**config.mk**
```make
export PLATFORM = sky130hd
export DESIGN_NAME = link_sync_qual
export DESIGN_NICKNAME = d
export VERILOG_FILES = /design/src/rtl/lsq_pkg.sv /design/src/rtl/lsq_lane_decode.sv /design/src/rtl/lsq_link_fsm.sv /design/src/rtl/lsq_sat_counter.sv /design/src/rtl/link_sync_qual.sv
export SDC_FILE = /design/constraint.sdc
export NUM_CORES = 1
export LEC_CHECK = 0
export ABC_AREA = 1
export BUFFER_PORTS_ARGS = -buffer_cell sky130_fd_sc_hd__clkbuf_2
export CORE_ASPECT_RATIO = 1.75
export CORE_UTILIZATION = 52
export CTS_CLUSTER_DIAMETER = 60
export CTS_CLUSTER_SIZE = 28
export DETAILED_ROUTE_END_ITERATION = 7
export PLACE_DENSITY = 0.83
export SLEW_MARGIN = 0
export SYNTH_ARGS = -nofsm -noshare
export SYNTH_HDL_FRONTEND = slang
export SYNTH_SLANG_ARGS = --single-unit
```
**constraint.sdc**
```tcl
create_clock -name clk -period 2 [get_ports clk]
set_input_delay 0.4 -clock clk [delete_from_list [all_inputs] [get_ports clk]]
set_output_delay 0.4 -clock clk [all_outputs]
set_load 0.01 [all_outputs]
```
**src/rtl/lsq_pkg.sv**
```systemverilog
package lsq_pkg;

    typedef enum logic [1:0] {
        PH_INIT  = 2'd0,
        PH_CHECK = 2'd1,
        PH_DATA  = 2'd2
    } lane_phase_t;

    typedef enum logic [1:0] {
        LS_DISABLED = 2'd0,
        LS_QUALIFY  = 2'd1,
        LS_SYNCED   = 2'd2
    } link_state_t;

endpackage

```
**src/rtl/lsq_lane_decode.sv**
```systemverilog
module lsq_lane_decode #(
    parameter int NUM_LANES = 4
) (
    input  logic [2*NUM_LANES-1:0] lane_phase,
    output logic [NUM_LANES-1:0]   lane_in_data,
    output logic                   all_in_data
);
    import lsq_pkg::*;

    for (genvar g = 0; g < NUM_LANES; g++) begin : g_lane
        assign lane_in_data[g] = (lane_phase[2*g +: 2] == PH_DATA);
    end

    assign all_in_data = &lane_in_data;

endmodule

```
**src/rtl/lsq_link_fsm.sv**
```systemverilog
module lsq_link_fsm #(
    parameter int QUAL_CYCLES = 256
) (
    input  logic clk,
    input  logic rst_n,
    input  logic link_en,
    input  logic sw_reset,
    input  logic all_in_data,
    output logic link_synced,
    output logic lock_entry
);
    import lsq_pkg::*;

    localparam int QCNT_W = $clog2(QUAL_CYCLES + 1);
    localparam logic [QCNT_W-1:0] QUAL_LAST = QCNT_W'(QUAL_CYCLES - 1);

    link_state_t       state_q, state_d;
    logic [QCNT_W-1:0] qual_cnt_q;
    logic              go;
    logic              run_ok;

    assign go     = link_en && !sw_reset;
    assign run_ok = (state_q == LS_QUALIFY) && go && all_in_data;

    // state register
    always_ff @(posedge clk or negedge rst_n) begin
        if (!rst_n) begin
            state_q <= LS_DISABLED;
        end else begin
            state_q <= state_d;
        end
    end

    // next-state logic
    always_comb begin
        state_d = state_q;
        unique case (state_q)
            LS_DISABLED: begin
                if (go) state_d = LS_QUALIFY;
            end
            LS_QUALIFY: begin
                if (!go) begin
                    state_d = LS_DISABLED;
                end else if (all_in_data && qual_cnt_q == QUAL_LAST) begin
                    state_d = LS_SYNCED;
                end
            end
            LS_SYNCED: begin
                if (!go) state_d = LS_DISABLED;
            end
            default: state_d = LS_DISABLED;
        endcase
    end

    // qualifying run counter
    always_ff @(posedge clk or negedge rst_n) begin
        if (!rst_n) begin
            qual_cnt_q <= '0;
        end else if (run_ok && qual_cnt_q != QUAL_LAST) begin
            qual_cnt_q <= qual_cnt_q + 1'b1;
        end else begin
            qual_cnt_q <= '0;
        end
    end

    // outputs
    always_comb begin
        link_synced = (state_q == LS_SYNCED);
        lock_entry  = run_ok && (qual_cnt_q == QUAL_LAST);
    end

endmodule

```
**src/rtl/lsq_sat_counter.sv**
```systemverilog
module lsq_sat_counter #(
    parameter int ERR_W = 16
) (
    input  logic             clk,
    input  logic             rst_n,
    input  logic             clear,
    input  logic             inc,
    output logic [ERR_W-1:0] count
);
    localparam logic [ERR_W-1:0] CNT_MAX = '1;

    always_ff @(posedge clk or negedge rst_n) begin
        if (!rst_n) begin
            count <= '0;
        end else if (clear) begin
            count <= '0;
        end else if (inc && count != CNT_MAX) begin
            count <= count + 1'b1;
        end
    end

endmodule

```
**src/rtl/link_sync_qual.sv**
```systemverilog
module link_sync_qual #(
    parameter int NUM_LANES   = 4,
    parameter int QUAL_CYCLES = 256,
    parameter int ERR_W       = 16
) (
    input  logic                       clk,
    input  logic                       rst_n,
    input  logic                       link_en,
    input  logic                       sw_reset,
    input  logic [2*NUM_LANES-1:0]     lane_phase,
    input  logic [NUM_LANES-1:0]       align_err,
    input  logic [NUM_LANES-1:0]       disp_err,
    output logic                       link_synced,
    output logic [NUM_LANES*ERR_W-1:0] align_cnt,
    output logic [NUM_LANES*ERR_W-1:0] disp_cnt
);

    logic [NUM_LANES-1:0] lane_in_data;
    logic                 all_in_data;
    logic                 lock_entry;
    logic                 count_en;
    logic                 cnt_clear;

    assign count_en  = link_en && !sw_reset;
    assign cnt_clear = sw_reset || lock_entry;

    lsq_lane_decode #(
        .NUM_LANES (NUM_LANES)
    ) u_decode (
        .lane_phase   (lane_phase),
        .lane_in_data (lane_in_data),
        .all_in_data  (all_in_data)
    );

    lsq_link_fsm #(
        .QUAL_CYCLES (QUAL_CYCLES)
    ) u_fsm (
        .clk         (clk),
        .rst_n       (rst_n),
        .link_en     (link_en),
        .sw_reset    (sw_reset),
        .all_in_data (all_in_data),
        .link_synced (link_synced),
        .lock_entry  (lock_entry)
    );

    for (genvar g = 0; g < NUM_LANES; g++) begin : g_err
        lsq_sat_counter #(
            .ERR_W (ERR_W)
        ) u_align (
            .clk   (clk),
            .rst_n (rst_n),
            .clear (cnt_clear),
            .inc   (count_en && align_err[g] && lane_in_data[g]),
            .count (align_cnt[g*ERR_W +: ERR_W])
        );

        lsq_sat_counter #(
            .ERR_W (ERR_W)
        ) u_disp (
            .clk   (clk),
            .rst_n (rst_n),
            .clear (cnt_clear),
            .inc   (count_en && disp_err[g]),
            .count (disp_cnt[g*ERR_W +: ERR_W])
        );
    end

endmodule

```
==> flow_metrics.tcl <==
set metrics [dict create \
    ys_seq_area_share_pct 39.4 \
    setup_viol 127 \
    min_period_ps 2140 \
    final_antenna_net_count 0 \
    hold_viol 0 \
    ys_seq_elements 139 \
    synth_commonest_cells "nand2_1 (455), inv_1 (237), nor2_1 (231)" \
    rsz0062_at_grt "true" \
    worstPathArrival_ps 2460 \
    yosysMostFrequentCell "nand2_1" \
    dr.pass1.iters 7 \
    cts_buffers 17 \
    dieArea_um2 17500 \
    endpoint_kind "register" \
    slowest_delay_ps 360 \
    fin_skew_ps 10.3 \
    clk_latency_ps 430 \
    yosysUniqueCellTypes 23 \
    h-tree-depth 4 \
    coreArea_um2 16500 \
    overflow 0 \
    cap_violations 0 \
    cts_buffer_depth 2 \
    place.detailed.hpwl_um 16100 \
    first_iter_violations 336 \
    die_h_um 174 \
    dpl_worst_slack_ps -82.7 \
    maxClockFrequency_mhz 466 \
    worst_hold_path.endpoint "u_fsm.state_q[0]$_DFFE_PN0P_" \
    synthToLayoutAreaGrowth_pct 30.6 \
    synth_flop_cell "dfrtp_1" \
    status "finished with violations" \
    path_cells "ha_2 > nand2_2 > inv_2 > nand2_4 > nor2_4 > nand2_2 > nor3_2 > ha_2 > nand3_4 > nand2_8 > buf_12 > inv_12 > clkbuf_16 > nand2_1 > nor2_1" \
    reg2reg_slack_ps -140 \
    drv_slew 0 \
    violations "setup timing" \
    synthCells 1354 \
    routed_wl_um 25500 \
    synth_top_cell_by_area "dfrtp_1" \
    peakVddDrop_mv 0.545 \
    hold_depth 4 \
    drc 0 \
    worstSetupPathType "register to register" \
    nNetsFinal 1584 \
    critPathLaunchType "register" \
    cp.required_ps 2320 \
    die_x_um 101 \
    async_flop_share_pct 100 \
    total_power_mw 6.80 \
    netlist.area_leader.share_pct 39.4 \
    reg2reg_to "g_err[3].u_disp.count[6]$_DFFE_PN0P_" \
    slew_headroom_pct 63.4 \
    clockRootBuffer "clkbuf_16" \
    core.rowCount 62 \
    place.gp.congestion 0.846 \
    fin_crit_sh_pct 107 \
    avgSynthCellArea_um2 6.53 \
    num_vias 9284 \
    grt_max_degree 50 \
    clkTransAtPathRegs_ps 60 \
    antenna-diode-count 0 \
    hold_path.class "input port to register" \
    grt_usage_pct 27.2 \
    tns_ps -13400 \
    r2r_start "u_fsm.qual_cnt_q[1]$_DFF_PN0_" \
    power_density_nw_per_um2 590 \
    ys_warn_count 0 \
    syn_nets 1384 \
    fin_ws_ps -145 \
    grt_pass1_vias 8579 \
    wl_per_cell_um 14.3 \
    synth_area_um2 8840 \
    synth_edf_count 0 \
    cts_tree "built" \
    hp-start "lane_phase[4]" \
    antenna_found_initial 0 \
    viasPerCell 5.19 \
    start_util_pct 53.5 \
    final_layout_size_suffix_gt1_share_pct 24.5 \
    slowest_stage "dfrtp_1" \
    p_leak_nw 6.10 \
    grt_pass1_wl_um 37900 \
    crit_fanout 8 \
    ios 149 \
    cts_num_sinks 139 \
    rr_worst_depth 15 \
    synth_area_leaders "dfrtp_1 (39%), nand2_1 (19%), inv_1 (10%), nor2_1 (9.8%), nand3_1 (6.0%)" \
    io_buffer_count 148 \
    worst_pin_slew_ps 548 \
]
## worst max-delay path by stage
stage / start / to / slack (ps) / cells past startpoint
2_1_floorplan: u_fsm.qual_cnt_q[0]$_DFF_PN0_ / g_err[0].u_align.count[5]$_DFFE_PN0P_ / 10 / 15
3_3_place_gp: u_fsm.qual_cnt_q[0]$_DFF_PN0_ / g_err[0].u_align.count[13]$_DFFE_PN0P_ / -3 / 14
3_5_place_dp: u_fsm.qual_cnt_q[0]$_DFF_PN0_ / g_err[0].u_align.count[0]$_DFFE_PN0P_ / -80 / 14
4_1_cts: u_fsm.qual_cnt_q[0]$_DFF_PN0_ / g_err[2].u_disp.count[2]$_DFFE_PN0P_ / -30 / 14
5_1_grt: u_fsm.qual_cnt_q[0]$_DFF_PN0_ / g_err[3].u_disp.count[4]$_DFFE_PN0P_ / -280 / 15
6_report: u_fsm.qual_cnt_q[1]$_DFF_PN0_ / g_err[3].u_disp.count[6]$_DFFE_PN0P_ / -140 / 15
## layer usage
metal,global-route usage (%),up-vias,wire (um)
li1,-,4499,-
met1,28.0,4373,9040
met2,51.2,299,13600
met3,3.90,113,1170
met4,14.7,0,1710
met5,0,-,0
## cell families after synthesis
group           share of synthesized area, %
xor+xnor                                1.29
simple gates                            42.6
compound gates                          2.21
fa+ha+maj                               1.42
flops                                   39.4
buf+inv                                 13.1
## stage by stage
stage               hold WS [ps]  utilization (%)  cells  cell area, um2
floorplan                    104                -   1354            8850
global placement             338             60.5   1736           10000
detailed placement           340             60.5   1736           10000
CTS                          409             65.2   1771           10800
global route                 476             69.8   1789           11500
finish                       438             69.8   1789           11500
## cells in the final DEF (no fill, tap or decap), types with 2 or more instances in the layout
| cell | count |
|---|---|
| nand3_2 | 18 |
| clkbuf_2 | 147 |
| inv_2 | 3 |
| nand2_4 | 25 |
| dfrtp_1 | 139 |
| buf_16 | 5 |
| nand2_1 | 386 |
| nand2_2 | 45 |
| buf_6 | 4 |
| o21ai_0 | 6 |
| nor3b_1 | 3 |
| bufinv_16 | 5 |
| nor2_1 | 203 |
| a31o_2 | 4 |
| ha_1 | 8 |
| nand3_1 | 106 |
| clkinv_2 | 4 |
| clkbuf_16 | 26 |
| nor3_1 | 24 |
| buf_12 | 9 |
| inv_1 | 236 |
| xor2_1 | 11 |
| xnor2_1 | 2 |
| nor2_2 | 34 |
| buf_4 | 33 |
| nor2_4 | 10 |
| ha_2 | 2 |
| a21oi_1 | 26 |
| clkinv_4 | 3 |
| nand4_1 | 29 |
## registers in the layout, summed over array words and instances (netlist names)
| register | cells |
|---|---|
| g_err.u_align.count | 64 |
| u_fsm.state_q | 2 |
| g_err.u_disp.count | 64 |
| u_fsm.qual_cnt_q | 9 |
## what timing repair did
| item | CTS | global route |
|---|---|---|
| cloned | 3 | 12 |
| setup buffers | 1 | 6 |
| hold buffers | 1 | 0 |
| gates resized for setup | 11 | 143 |
| pin swaps | 2 | 51 |
| endpoints found under the hold margin | 34 | 0 |
| setup endpoints to repair | 123 | 137 |
## critical path, delay by kind of cell, from the launching register on
family | cells | cell delay (ps)
buffers and inverters | 4 | 420
DFF | 1 | 360
adders and majority gates | 2 | 420
and+or+nand+nor | 9 | 830
## cell type report
type	count	area, um2
Clock inverter	12	199
Fill cell	1368	4980
Clock buffer	18	429
Timing Repair inverter	1	16.3
Timing Repair Buffer	209	1600
Sequential cell	139	3480
Tap cell	224	280
Inverter	241	918
Multi-Input combinational cell	945	4620
## power breakdown
group | leakage, nW | internal (mW) | switching, mW
combinational | 3.86 | 0.206 | 0.316
sequential | 1.94 | 2.82 | 0.00887
clock | 0.306 | 2.20 | 1.26
Note: power is estimated with default switching activity, not from simulation.
